<file path="src/rtl/sp_pkg.sv">
package sp_pkg;

    localparam int          SP_BYTES   = 8;
    localparam int          OFF_W      = $clog2(SP_BYTES);
    localparam logic [7:0]  CMD_WRITE  = 8'h0F;
    localparam logic [7:0]  CMD_READ   = 8'hAA;
    localparam logic [7:0]  CODE_LOCK  = 8'h55;
    localparam logic [7:0]  CODE_AND   = 8'hAA;
    localparam logic [15:0] CRC_POLY_R = 16'hA001;

    typedef enum logic [4:0] {
        S_CMD, S_TA1, S_TA2, S_PROT_RD, S_PROT_WAIT, S_DATA, S_MERGE,
        S_WCRC_LO, S_WCRC_HI,
        S_RTA1, S_RTA2, S_RES, S_RDATA, S_RCRC_LO, S_RCRC_HI,
        S_ONES, S_DROP
    } eng_state_t;

    typedef struct packed {
        logic             copied;
        logic             rsv6;
        logic             invalid;
        logic [1:0]       rsv43;
        logic [OFF_W-1:0] e;
    } status_t;

    function automatic logic [15:0] crc16_step(logic [15:0] c, logic [7:0] b);
        logic [15:0] r;
        r = c;
        for (int i = 0; i < 8; i++) begin
            if (r[0] ^ b[i]) r = (r >> 1) ^ CRC_POLY_R;
            else             r = r >> 1;
        end
        return r;
    endfunction

    function automatic logic [7:0] prot_merge(logic [7:0] code, logic [7:0] din,
                                              logic [7:0] stored);
        if (code == CODE_LOCK)     return stored;
        else if (code == CODE_AND) return din & stored;
        else                       return din;
    endfunction

endpackage

</file>
<file path="src/rtl/sp_crc16.sv">
module sp_crc16 (
    input  logic        clk,
    input  logic        rst,
    input  logic        clr,
    input  logic        upd,
    input  logic [7:0]  din,
    output logic [15:0] crc
);
    import sp_pkg::*;

    logic [15:0] base;
    assign base = clr ? 16'h0000 : crc;

    always_ff @(posedge clk) begin
        if (rst)      crc <= 16'h0000;
        else if (upd) crc <= crc16_step(base, din);
        else          crc <= base;
    end
endmodule

</file>
<file path="src/rtl/sp_store.sv">
module sp_store #(
    parameter int DEPTH = 8,
    parameter int W     = 8
) (
    input  logic                     clk,
    input  logic                     rst,
    input  logic                     we,
    input  logic [$clog2(DEPTH)-1:0] waddr,
    input  logic [W-1:0]             wdata,
    input  logic [$clog2(DEPTH)-1:0] raddr,
    output logic [W-1:0]             rdata
);
    localparam int AW = $clog2(DEPTH);

    logic [W-1:0] cells [DEPTH];

    for (genvar g = 0; g < DEPTH; g++) begin : g_cell
        always_ff @(posedge clk) begin
            if (rst)                         cells[g] <= '1;
            else if (we && waddr == AW'(g))  cells[g] <= wdata;
        end
    end

    assign rdata = cells[raddr];
endmodule

</file>
<file path="src/rtl/sp_merge.sv">
module sp_merge #(
    parameter int PAGES = 4
) (
    input  logic                    in_pages,
    input  logic                    in_regrow,
    input  logic [sp_pkg::OFF_W-1:0] off,
    input  logic [7:0]              page_code,
    input  logic [7:0]              stored,
    input  logic [7:0]              din,
    output logic [7:0]              dout
);
    import sp_pkg::*;

    logic [7:0] code;
    logic       self_guard;

    // protection bytes in the register row guard themselves when set
    assign self_guard = in_regrow && (32'(off) < PAGES) &&
                        (stored == CODE_LOCK || stored == CODE_AND);

    always_comb begin
        if (in_pages)        code = page_code;
        else if (self_guard) code = CODE_LOCK;
        else                 code = 8'h00;
        dout = prot_merge(code, din, stored);
    end
endmodule

</file>
<file path="src/rtl/sp_write_engine.sv">
module sp_write_engine #(
    parameter int MEM_AW     = 8,
    parameter int PAGES      = 4,
    parameter int PAGE_BYTES = 32
) (
    input  logic              clk,
    input  logic              rst,
    input  logic              in_valid,
    input  logic [7:0]        in_data,
    output logic              in_ready,
    input  logic              txn_end,
    input  logic              aa_set,
    output logic              out_valid,
    output logic [7:0]        out_data,
    input  logic              out_ready,
    output logic              mem_rd_en,
    output logic [MEM_AW-1:0] mem_rd_addr,
    input  logic [7:0]        mem_rd_data
);
    import sp_pkg::*;

    localparam int PROT_BASE = PAGES * PAGE_BYTES;
    localparam int REG_END   = PROT_BASE + SP_BYTES;
    localparam int PG_SH     = $clog2(PAGE_BYTES);

    eng_state_t       st;
    logic [15:0]      ta;
    logic [7:0]       ta1_tmp;
    logic [OFF_W-1:0] e, cur_off, rd_idx;
    logic             pf, aa, wr_cmd, wr_any;
    logic [7:0]       din_q, prot_q;
    logic [15:0]      crc;
    status_t          status;
    logic             in_fire, out_fire;
    logic             crc_clr, crc_upd;
    logic [7:0]       crc_din, merged, sp_rdata;
    logic             in_pages, in_regrow;
    logic [MEM_AW-1:0] prot_addr, data_addr;
    logic             sp_we;

    assign in_fire  = in_valid && in_ready;
    assign out_fire = out_valid && out_ready;

    assign in_ready  = (st == S_CMD) || (st == S_TA1) || (st == S_TA2) ||
                       (st == S_DATA) || (st == S_ONES) || (st == S_DROP);
    assign out_valid = (st == S_WCRC_LO) || (st == S_WCRC_HI) || (st == S_RTA1) ||
                       (st == S_RTA2) || (st == S_RES) || (st == S_RDATA) ||
                       (st == S_RCRC_LO) || (st == S_RCRC_HI) || (st == S_ONES);

    assign status = '{copied: aa, rsv6: 1'b0, invalid: pf, rsv43: 2'b00, e: e};

    always_comb begin
        case (st)
            S_WCRC_LO, S_RCRC_LO: out_data = ~crc[7:0];
            S_WCRC_HI, S_RCRC_HI: out_data = ~crc[15:8];
            S_RTA1:               out_data = ta[7:0];
            S_RTA2:               out_data = ta[15:8];
            S_RES:                out_data = status;
            S_RDATA:              out_data = sp_rdata;
            default:              out_data = 8'hFF;
        endcase
    end

    // address classification and array addressing
    assign in_pages  = 32'(ta) < PROT_BASE;
    assign in_regrow = !in_pages && (32'(ta) < REG_END);
    assign prot_addr = MEM_AW'(PROT_BASE) + MEM_AW'(ta >> PG_SH);
    assign data_addr = {ta[MEM_AW-1:OFF_W], cur_off};

    assign mem_rd_en   = (st == S_PROT_RD) || (st == S_DATA && in_fire);
    assign mem_rd_addr = (st == S_PROT_RD) ? prot_addr : data_addr;

    // CRC feed: received bytes on write, transmitted bytes on read
    assign crc_clr = in_fire && (st == S_CMD);
    assign crc_upd = (in_fire && ((st == S_CMD) || (st == S_TA1) ||
                                  (st == S_TA2) || (st == S_DATA))) ||
                     (out_fire && ((st == S_RTA1) || (st == S_RTA2) ||
                                   (st == S_RES) || (st == S_RDATA)));
    assign crc_din = in_fire ? in_data : out_data;

    sp_crc16 u_crc (
        .clk (clk), .rst (rst), .clr (crc_clr), .upd (crc_upd),
        .din (crc_din), .crc (crc)
    );

    sp_merge #(.PAGES(PAGES)) u_merge (
        .in_pages  (in_pages),
        .in_regrow (in_regrow),
        .off       (cur_off),
        .page_code (prot_q),
        .stored    (mem_rd_data),
        .din       (din_q),
        .dout      (merged)
    );

    assign sp_we = (st == S_MERGE) && !txn_end;

    sp_store #(.DEPTH(SP_BYTES), .W(8)) u_store (
        .clk (clk), .rst (rst), .we (sp_we), .waddr (cur_off),
        .wdata (merged), .raddr (rd_idx), .rdata (sp_rdata)
    );

    always_ff @(posedge clk) begin
        if (rst) begin
            st <= S_CMD; ta <= '0; ta1_tmp <= '0; e <= '0; cur_off <= '0;
            rd_idx <= '0; pf <= 1'b1; aa <= 1'b0; wr_cmd <= 1'b0;
            wr_any <= 1'b0; din_q <= '0; prot_q <= '0;
        end else begin
            if (aa_set) aa <= 1'b1;
            if (txn_end) begin
                st     <= S_CMD;
                wr_cmd <= 1'b0;
                wr_any <= 1'b0;
                if (wr_cmd) pf <= !(wr_any && e == '1);
            end else begin
                case (st)
                    S_CMD: if (in_fire) begin
                        if (in_data == CMD_WRITE) begin
                            st <= S_TA1; wr_cmd <= 1'b1; aa <= 1'b0; pf <= 1'b1;
                        end else if (in_data == CMD_READ) begin
                            st <= S_RTA1;
                        end else begin
                            st <= S_DROP;
                        end
                    end
                    S_TA1: if (in_fire) begin
                        ta1_tmp <= in_data; st <= S_TA2;
                    end
                    S_TA2: if (in_fire) begin
                        ta      <= {in_data, ta1_tmp};
                        e       <= ta1_tmp[OFF_W-1:0];
                        cur_off <= ta1_tmp[OFF_W-1:0];
                        wr_any  <= 1'b0;
                        st      <= S_PROT_RD;
                    end
                    S_PROT_RD:   st <= S_PROT_WAIT;
                    S_PROT_WAIT: begin prot_q <= mem_rd_data; st <= S_DATA; end
                    S_DATA: if (in_fire) begin
                        din_q <= in_data; st <= S_MERGE;
                    end
                    S_MERGE: begin
                        e      <= cur_off;
                        wr_any <= 1'b1;
                        if (cur_off == '1) begin
                            pf <= 1'b0; st <= S_WCRC_LO;
                        end else begin
                            cur_off <= cur_off + 1'b1; st <= S_DATA;
                        end
                    end
                    S_WCRC_LO: if (out_fire) st <= S_WCRC_HI;
                    S_WCRC_HI: if (out_fire) st <= S_ONES;
                    S_RTA1:    if (out_fire) st <= S_RTA2;
                    S_RTA2:    if (out_fire) st <= S_RES;
                    S_RES: if (out_fire) begin
                        rd_idx <= ta[OFF_W-1:0]; st <= S_RDATA;
                    end
                    S_RDATA: if (out_fire) begin
                        if (rd_idx == e) st <= S_RCRC_LO;
                        else             rd_idx <= rd_idx + 1'b1;
                    end
                    S_RCRC_LO: if (out_fire) st <= S_RCRC_HI;
                    S_RCRC_HI: if (out_fire) st <= S_ONES;
                    default: ;
                endcase
            end
        end
    end

    // the ending offset never falls below the starting offset
    p_e_not_below_t_r2: assert property (@(posedge clk) disable iff (rst)
        e >= ta[OFF_W-1:0]);

    // storing offset 7 validates the row and offers the CRC
    p_full_row_valid_r5: assert property (@(posedge clk) disable iff (rst)
        (st == S_MERGE && cur_off == '1 && !txn_end) |=> (!pf && out_valid));

    // a write command leaves the copied flag clear
    p_write_clears_aa_r6: assert property (@(posedge clk) disable iff (rst)
        (in_fire && st == S_CMD && in_data == CMD_WRITE && !txn_end) |=> !aa);

    // after the read CRC the line returns all ones
    p_tail_ones_r8: assert property (@(posedge clk) disable iff (rst)
        (out_fire && st == S_RCRC_HI && !txn_end) |=> (out_valid && out_data == 8'hFF));

    // bus reset always brings back command wait
    p_end_to_cmd_r9: assert property (@(posedge clk) disable iff (rst)
        txn_end |=> (in_ready && !out_valid));

    // address registers move only on the second address byte
    p_ta_commit_r10: assert property (@(posedge clk) disable iff (rst)
        !(in_fire && st == S_TA2) |=> $stable(ta));

endmodule

</file>
<file path="config.mk">
export PLATFORM = sky130hd
export DESIGN_NAME = sp_write_engine
export DESIGN_NICKNAME = d
export VERILOG_FILES = /design/src/rtl/sp_pkg.sv /design/src/rtl/sp_crc16.sv /design/src/rtl/sp_store.sv /design/src/rtl/sp_merge.sv /design/src/rtl/sp_write_engine.sv
export SDC_FILE = /design/constraint.sdc
export NUM_CORES = 1
export LEC_CHECK = 0
export BUFFER_PORTS_ARGS = -buffer_cell sky130_fd_sc_hd__buf_2
export CAP_MARGIN = 20
export CORE_MARGIN = 2
export CORE_UTILIZATION = 50
export DETAILED_ROUTE_END_ITERATION = 8
export GPL_ROUTABILITY_DRIVEN = 0
export PLACE_DENSITY = 0.7
export SYNTH_ARGS = -nofsm -noshare
export SYNTH_HDL_FRONTEND = slang
export SYNTH_SLANG_ARGS = --single-unit
</file>
<file path="constraint.sdc">
create_clock -name clk -period 3.1 [get_ports clk]
set_clock_uncertainty 0.15 [all_clocks]
set_input_delay 0.155 -clock clk [delete_from_list [all_inputs] [get_ports clk]]
set_output_delay 0.155 -clock clk [all_outputs]
set_load 0.02 [all_outputs]
</file>
; Word-level counts from Yosys, hierarchy flattened
; Memories as Yosys holds them, arrays and structs flattened. A register that Yosys moved wholly into a read port is not among the register bits.
; Cells that the tools add are included.
[classes]
bitwise_logic = 28
mux = 104
n_eq_ne = 49
n_lt_le_gt_ge = 3
reduce_logical = 61
addsub = 3
[op_table]
columns = operator, count
row1 = $mux W16, 24
row2 = $mux W8, 13
row3 = $mux W5, 14
row4 = $pmux W5 S14, 1
row5 = $pmux W8 S6, 1
row6 = $eq A5 B4 Y1 const B, 8
row7 = $mux W1, 37
row8 = $lt A16 B8 Y1 const B, 2
row9 = $eq A8 B8 Y1 const B, 3
row10 = $ne A2 B2 Y1 const B, 12
row11 = $not A2 Y3, 8
row12 = $mux W3, 7
row13 = $eq A5 B3 Y1 const B, 4
row14 = $logic_and A1 B1 Y1, 19
row15 = $logic_or A1 B1 Y1, 19
row16 = $pmux W3 S2, 3
row17 = $eq A8 B7 Y1 const B, 2
row18 = $not A8 Y8, 2
row19 = $eq A3 B3 Y1 const B, 5
row20 = $reduce_and A3 Y1, 5
row21 = $reduce_bool A14 Y1, 1
row22 = $reduce_and A13 Y1, 1
row23 = $eq A5 B2 Y1 const B, 2
row24 = $reduce_and A5 Y1, 2
row25 = other kinds (27), 53
[totals]
mem_count = 1
reg_bits = 74
ramBits = 64
input_bits = 22
out_inout_bits = 19
elab_cells = 262
[mem_list]
columns = memory, words, word_bits, rd, rd_ports_with_merged_regs, wr, line
row1 = u_store.cells, 8, 8, 1, 1, 8, sp_store.sv:15  ; logic [W-1:0] cells [DEPTH];

; Logic depth before layout (Yosys ltp)
[logic_depth]
ltp_word = 41
depth_mapped = 13
ltp_nobuf = 10

; Cells and area by module
; Synthesis repeated with hierarchy kept, for this count alone.
[hier_totals]
cells_unflattened = 749
hier_area_um2 = 7915.1
[by_module_without_submodules]
columns = mod, instances, area_per_inst_um2, seq_area_each_um2, cells_each
row1 = sp_write_engine, 1, 3562.2, 1161.1, 421
row2 = sp_store, 1, 3124.2, 1921.8, 187
row3 = sp_crc16, 1, 997.2, 320.3, 113
row4 = sp_merge, 1, 231.5, 0.0, 28

; Worst setup path before layout
; No wires, ideal clock.
[synth_timing]
kind = register -> register
start = reg (tool-made name)
end = reg u_crc.crc[0]
required_ps = 2855
setup_ps = 95
path_buffers = 1
setup_slack_ps = -286
stages_incl_launch_ff = 12
synth_period_minus_slack_ps = 3386
t_arrival_ps = 3140
path_cell_list = dfxtp_1 > buf_4 > mux4_2 > mux2_2 > nand2_1 > o2111ai_1 > o21ai_1 > xor3_2 > xnor2_2 > xor3_1 > or4_1 > o311ai_1
[synth_rtl]
columns = item, line
row1 = end signal: assignment, sp_crc16.sv:16  ; else if (upd) crc <= crc16_step(base, din);
row2 = end signal: assignment, sp_crc16.sv:17  ; else crc <= base;
row3 = end: declaration, sp_crc16.sv:7  ; output logic [15:0] crc

; Worst setup path in the final report
[layout_timing]
start = reg st[1]
end = reg u_crc.crc[0]
[layout_between]
elab_chain_len = 40
elab_cells_between_ends = 80
cone_classes = eq/ne: 13 / mux: 26 / bitwise: 16 / reduce/logical: 25
[layout_lines]
columns = item, line
row1 = start: declaration, sp_write_engine.sv:26  ; eng_state_t st;
row2 = start signal: assignment, sp_write_engine.sv:105  ; st <= S_CMD; ta <= '0; ta1_tmp <= '0; e <= '0; cur_off <= '0;
row3 = start signal: assignment, sp_write_engine.sv:111  ; st <= S_CMD;
row4 = start signal: assignment, sp_write_engine.sv:119  ; st <= S_TA1; wr_cmd <= 1'b1; aa <= 1'b0; pf <= 1'b1;
row5 = $eq A5 B1 Y1 or $logic_not A5 Y1 (tied branches), "sp_write_engine.sv:44, sp_write_engine.sv:75, sp_write_engine.sv:74"
row6 = $logic_or A1 B1 Y1 (2 in series), "sp_write_engine.sv:44, sp_write_engine.sv:75"
row7 = $logic_or A1 B1 Y1, "sp_write_engine.sv:44, sp_write_engine.sv:76"
row8 = $logic_or A1 B1 Y1 (2 in series), sp_write_engine.sv:45  ; (st == S_DATA) || (st == S_ONES) || (st == S_DROP);
row9 = $logic_and A1 B1 Y1, sp_write_engine.sv:41  ; assign in_fire = in_valid && in_ready;
row10 = $logic_and A1 B1 Y1, sp_write_engine.sv:74  ; assign crc_clr = in_fire && (st == S_CMD);
row11 = $mux W16, sp_crc16.sv:12  ; assign base = clr ? 16'h0000 : crc;
row12 = $xor A1 B1 Y1 or $not A2 Y3 (tied branches), -
row13 = (+22 left out), -
row14 = $mux W16, sp_crc16.sv:15  ; if (rst) crc <= 16'h0000;
row15 = $xor A1 B1 Y1, sp_pkg.sv:30  ; if (r[0] ^ b[i]) r = (r >> 1) ^ CRC_POLY_R;
row16 = $mux W16, sp_pkg.sv:30
row17 = $mux W16, sp_crc16.sv:16
row18 = $mux W16, sp_crc16.sv:15
row19 = $xor A1 B1 Y1, sp_pkg.sv:30
row20 = $mux W16, sp_pkg.sv:30
row21 = $mux W16 *, sp_crc16.sv:16
; Mark *: on every way between the ends. The rest lies on a longest branch, timed or not. The select of a mux whose other input is x is not followed.
; A chain may end at the register's enable or synchronous reset.

==> Implementation_results.wiki <==
{| class="wikitable"
! Metric !! Value
|-
| Met2 track demand over resource in global routing || 0.469
|-
| Post-Syn Instances || 794
|-
| Initial Utilization || 0.512
|-
| Netlist area before placement || between 7000 and 8000 µm²
|-
| Post-Route Utilization || 0.655
|-
| Nets@finish || 972
|-
| Fraction of power consumed by combinational cells || 0.161
|-
| Buffers from clock root to sink, at most || 2
|-
| Mean post-synth cell area || 9.42 µm²
|-
| Clock tree root driver cell || sky130_fd_sc_hd__clkbuf_16
|-
| Die X-Extent || 126 µm
|-
| First drt pass iteration count || 6
|-
| Net load switching power || ~1300 µW
|-
| Setup TNS after final layout || -0.655 ns
|-
| Vias per cell || between 6 and 7
|-
| Global-route usage over all layers || 0.284
|-
| RSZ-0062 raised after global routing || yes
|-
| Portion of synthesized cell area occupied by the leading cell type || 0.257
|-
| Failing checks || negative setup slack
|-
| Max incr delay on CP || 0.43 ns
|-
| Remaining routing DRC violations || 0
|-
| Yosys top cell by area || sky130_fd_sc_hd__edfxtp_1
|-
| Register bit total from synthesis || 141
|-
| YS warnings || 0
|-
| CTS H-tree depth || 4
|-
| Proportion of power drawn by the clock network || 0.410
|-
| Port Buffer Count || 40
|-
| Most used routing layer in global routing || met2
|-
| DIE AREA || 15,900 µm²
|-
| CP cell instances || buf_4, nor2b_4, buf_4, a221o_1, a32oi_1, a32oi_1, xnor2_1, xnor2_2, xnor2_2, xor3_1, or4_4, o311ai_2
|-
| Placed Instances || 1,076
|-
| Category of the worst setup path launch point || flip-flop
|-
| Internal cell power || 3390 µW
|-
| Worst hold-check slack || 0.0245 ns
|-
| Category of the most critical setup path || flip-flop to flip-flop
|-
| Number of cells in the finished layout apart from fillers || 1,140
|-
| Static Leak || 0.00336 µW
|-
| Number of rows in the core area || 44
|-
| Final routed wirelength across all metal layers || 23.0 mm
|-
| Slowest CP cell || sky130_fd_sc_hd__or4_4
|-
| Number of distinct standard cells referenced by the synthesized netlist || between 70 and 80
|-
| Chip height || 126 µm
|-
| Largest fanout of any net on the critical path || 8
|-
| Maximum VDD drop || 0.454 mV
|-
| Post-layout minimum cycle time || ~3.5 ns
|-
| Number of CTS-inserted buffers || 17
|-
| Total setup violations reported at the end of the flow || 3
|-
| Power per standard cell area || 493 nW/µm²
|-
| Worst setup margin || -0.398 ns
|-
| Synthesized netlist net count || 823
|-
| Max-slew headroom at the worst pin || 0.550
|-
| Asr flop ratio synth || 0
|-
| Number of violations reported at the end of detailed-routing iteration 0 || between 800 and 900
|-
| Largest net degree at the start of global routing || around 50
|-
| Top cells by area, synth || sky130_fd_sc_hd__edfxtp_1, sky130_fd_sc_hd__dfxtp_1, sky130_fd_sc_hd__nand2_1
|-
| Number of synthesized flops with an enable pin || 64
|-
| Sequential cell area fraction in the yosys report || 0.463
|-
| Final Cycle Share || 1.13
|-
| Worst-margin pin slew || 0.675 ns
|-
| Placed wire-length estimate after detailed placement || roughly 16 mm
|-
| Data arrival at the endpoint of the critical path || 3.68 ns
|-
| Clock tree sinks || approximately 140
|-
| Total count of max-transition violations in the final report || 0
|-
| Initial antenna violation count || 0
|-
| Required time of the critical path || approximately 3.3 ns
|-
| Placeable core region || roughly 15,000 µm²
|-
| Clock-pin slew on the worst setup and hold paths || 0.06 ns
|-
| Count of boundary I/O pins || 41
|-
| Register share of total power || 0.429
|-
| P&R area growth vs syn || 27.8%
|-
| Clock insertion delay at the later pin of the skew report || 0.43 ns
|-
| Top Family by Delay on Critical Path || XOR/XNOR gates
|-
| WP buf/inv || 2
|-
| Post-DR wirelength/cell || 20.2 µm
|-
| Vias || 6,881
|-
| Clock tree from TritonCTS || done
|-
| M1 GR Usage || 0.378
|-
| Met3 Track Usage GR || 0.0493
|-
| First-pass GRT wire length || 35.4 mm
|-
| MaxCap Viol Count || 0
|-
| Number of failing hold endpoints at the final stage || 0
|-
| Kind of path behind the tightest hold check || primary input to flip-flop
|-
| Final antenna diode count || 0
|-
| Total congestion overflow || 0
|-
| Remaining antenna violation count || 0
|-
| Status || finished, violations left
|-
| Most common flop cell mapped by yosys || sky130_fd_sc_hd__dfxtp_1
|-
| Switching fraction of total power || 0.279
|-
| Share of final-layout standard cells stronger than drive strength 1 || 0.275
|-
| Vias in the first global route || 6,665
|-
| Fmax || around 290 MHz
|-
| Kind of capture point of the worst setup path || flip-flop
|}
==> layout make-up <==
cell class / instances / area (µm²)
fillers: 1079 / 5030
multi-input cells: 584 / 3860
flip-flops and latches: 141 / 3470
repair buffers: 184 / 1380
clock buffers: 18 / 429
well taps: 184 / 230
clock inverters: 14 / 125
inverters: 15 / 56.3
==> worst min-delay path: stages <==
cell                      delay [ns]
sky130_fd_sc_hd__buf_2          0.15
sky130_fd_sc_hd__a22oi_1        0.11
sky130_fd_sc_hd__nand2_1        0.08
sky130_fd_sc_hd__a21oi_1        0.06
==> per-layer routing <==
metal / up-vias / part of all wire
li1: 3166 / -
met1: 3270 / 0.40
met2: 391 / 0.49
met3: 54 / 0.084
met4: 0 / 0.026
met5: - / 0
==> through the flow <==
| stage | setup slack, ns | total power [µW] | cell area (µm²) |
|---|---|---|---|
| after CTS | -0.175 | 4640 | 9310 |
| after global routing | -0.411 | 4850 | 9550 |
| after detailed placement | -0.203 | 2710 | 8540 |
| after global placement | -0.167 | 2690 | 8540 |
| after floorplan | -0.0237 | 2430 | 7510 |
| final | -0.398 | 4710 | 9550 |
==> cells by family after synthesis <==
family / Yosys count / synth area share
AND/OR/NAND/NOR: 335 / 0.208
AO/OA/AOI/OAI: 152 / 0.136
flip-flops: 141 / 0.463
buffers and inverters: 69 / 0.0445
multiplexers: 64 / 0.100
XOR/XNOR: 26 / 0.0367
adder cells (fa/ha/maj): 7 / 0.0117
==> final timing paths <==
check	start	to	slack, ns	depth (start not counted)
min	out_ready	st[1]	0.02	4
max reg2reg	st[1]	u_crc.crc[0]	-0.40	12
max	st[1]	u_crc.crc[0]	-0.40	12
min reg2reg	ta1_tmp[6]	ta[6]	0.30	2
==> timing repair <==
| action | CTS | global route |
|---|---|---|
| endpoints found under the setup margin | 4 | 4 |
| pin swaps | 4 | 14 |
| setup buffers | 1 | 14 |
| gates resized for setup | 7 | 29 |
| hold endpoints to repair | 32 | 0 |
| hold buffers | 17 | 0 |
==> power by group through the flow <==
stage | clock network [µW] | registers, µW | logic, µW
2_1_floorplan | 0 | 2030 | 397
3_3_place_gp | 0 | 2050 | 641
3_5_place_dp | 0 | 2050 | 654
4_1_cts | 1940 | 2010 | 683
5_1_grt | 2030 | 2020 | 803
6_report | 1930 | 2020 | 759
==> cell usage after synthesis, types with 15 or more instances <==
master / n
sky130_fd_sc_hd__mux2i_1: 50
sky130_fd_sc_hd__nand2_1: 155
sky130_fd_sc_hd__nand3_1: 15
sky130_fd_sc_hd__nor3_1: 17
sky130_fd_sc_hd__edfxtp_1: 64
sky130_fd_sc_hd__xnor2_1: 17
sky130_fd_sc_hd__nor2_1: 73
sky130_fd_sc_hd__o21ai_0: 21
sky130_fd_sc_hd__clkbuf_1: 29
sky130_fd_sc_hd__dfxtp_1: 77
sky130_fd_sc_hd__a21oi_1: 44
==> sequential cells by signal (all words and copies together) (netlist names), 5 cells and up, named ones only <==
signal / flops
u_store.cells: 64
ta: 16
u_crc.crc: 16
din_q: 8
prot_q: 8
ta1_tmp: 8
st: 5
==> cell usage in the layout, fill, tap and decap left out, types with 12 or more instances in the layout <==
| cell type | instances |
|---|---|
| sky130_fd_sc_hd__nor2_1 | 73 |
| sky130_fd_sc_hd__nand2_1 | 153 |
| sky130_fd_sc_hd__dfxtp_1 | 74 |
| sky130_fd_sc_hd__a211oi_1 | 12 |
| sky130_fd_sc_hd__inv_1 | 14 |
| sky130_fd_sc_hd__a21oi_1 | 42 |
| sky130_fd_sc_hd__dlygate4sd3_1 | 17 |
| sky130_fd_sc_hd__mux2i_1 | 49 |
| sky130_fd_sc_hd__o21ai_0 | 21 |
| sky130_fd_sc_hd__clkbuf_16 | 17 |
| sky130_fd_sc_hd__nor3_1 | 17 |
| sky130_fd_sc_hd__xnor2_1 | 14 |
| sky130_fd_sc_hd__edfxtp_1 | 64 |
| sky130_fd_sc_hd__buf_4 | 121 |
| sky130_fd_sc_hd__nand3_1 | 15 |
| sky130_fd_sc_hd__buf_2 | 40 |
Power figures use the tool's default switching activity.
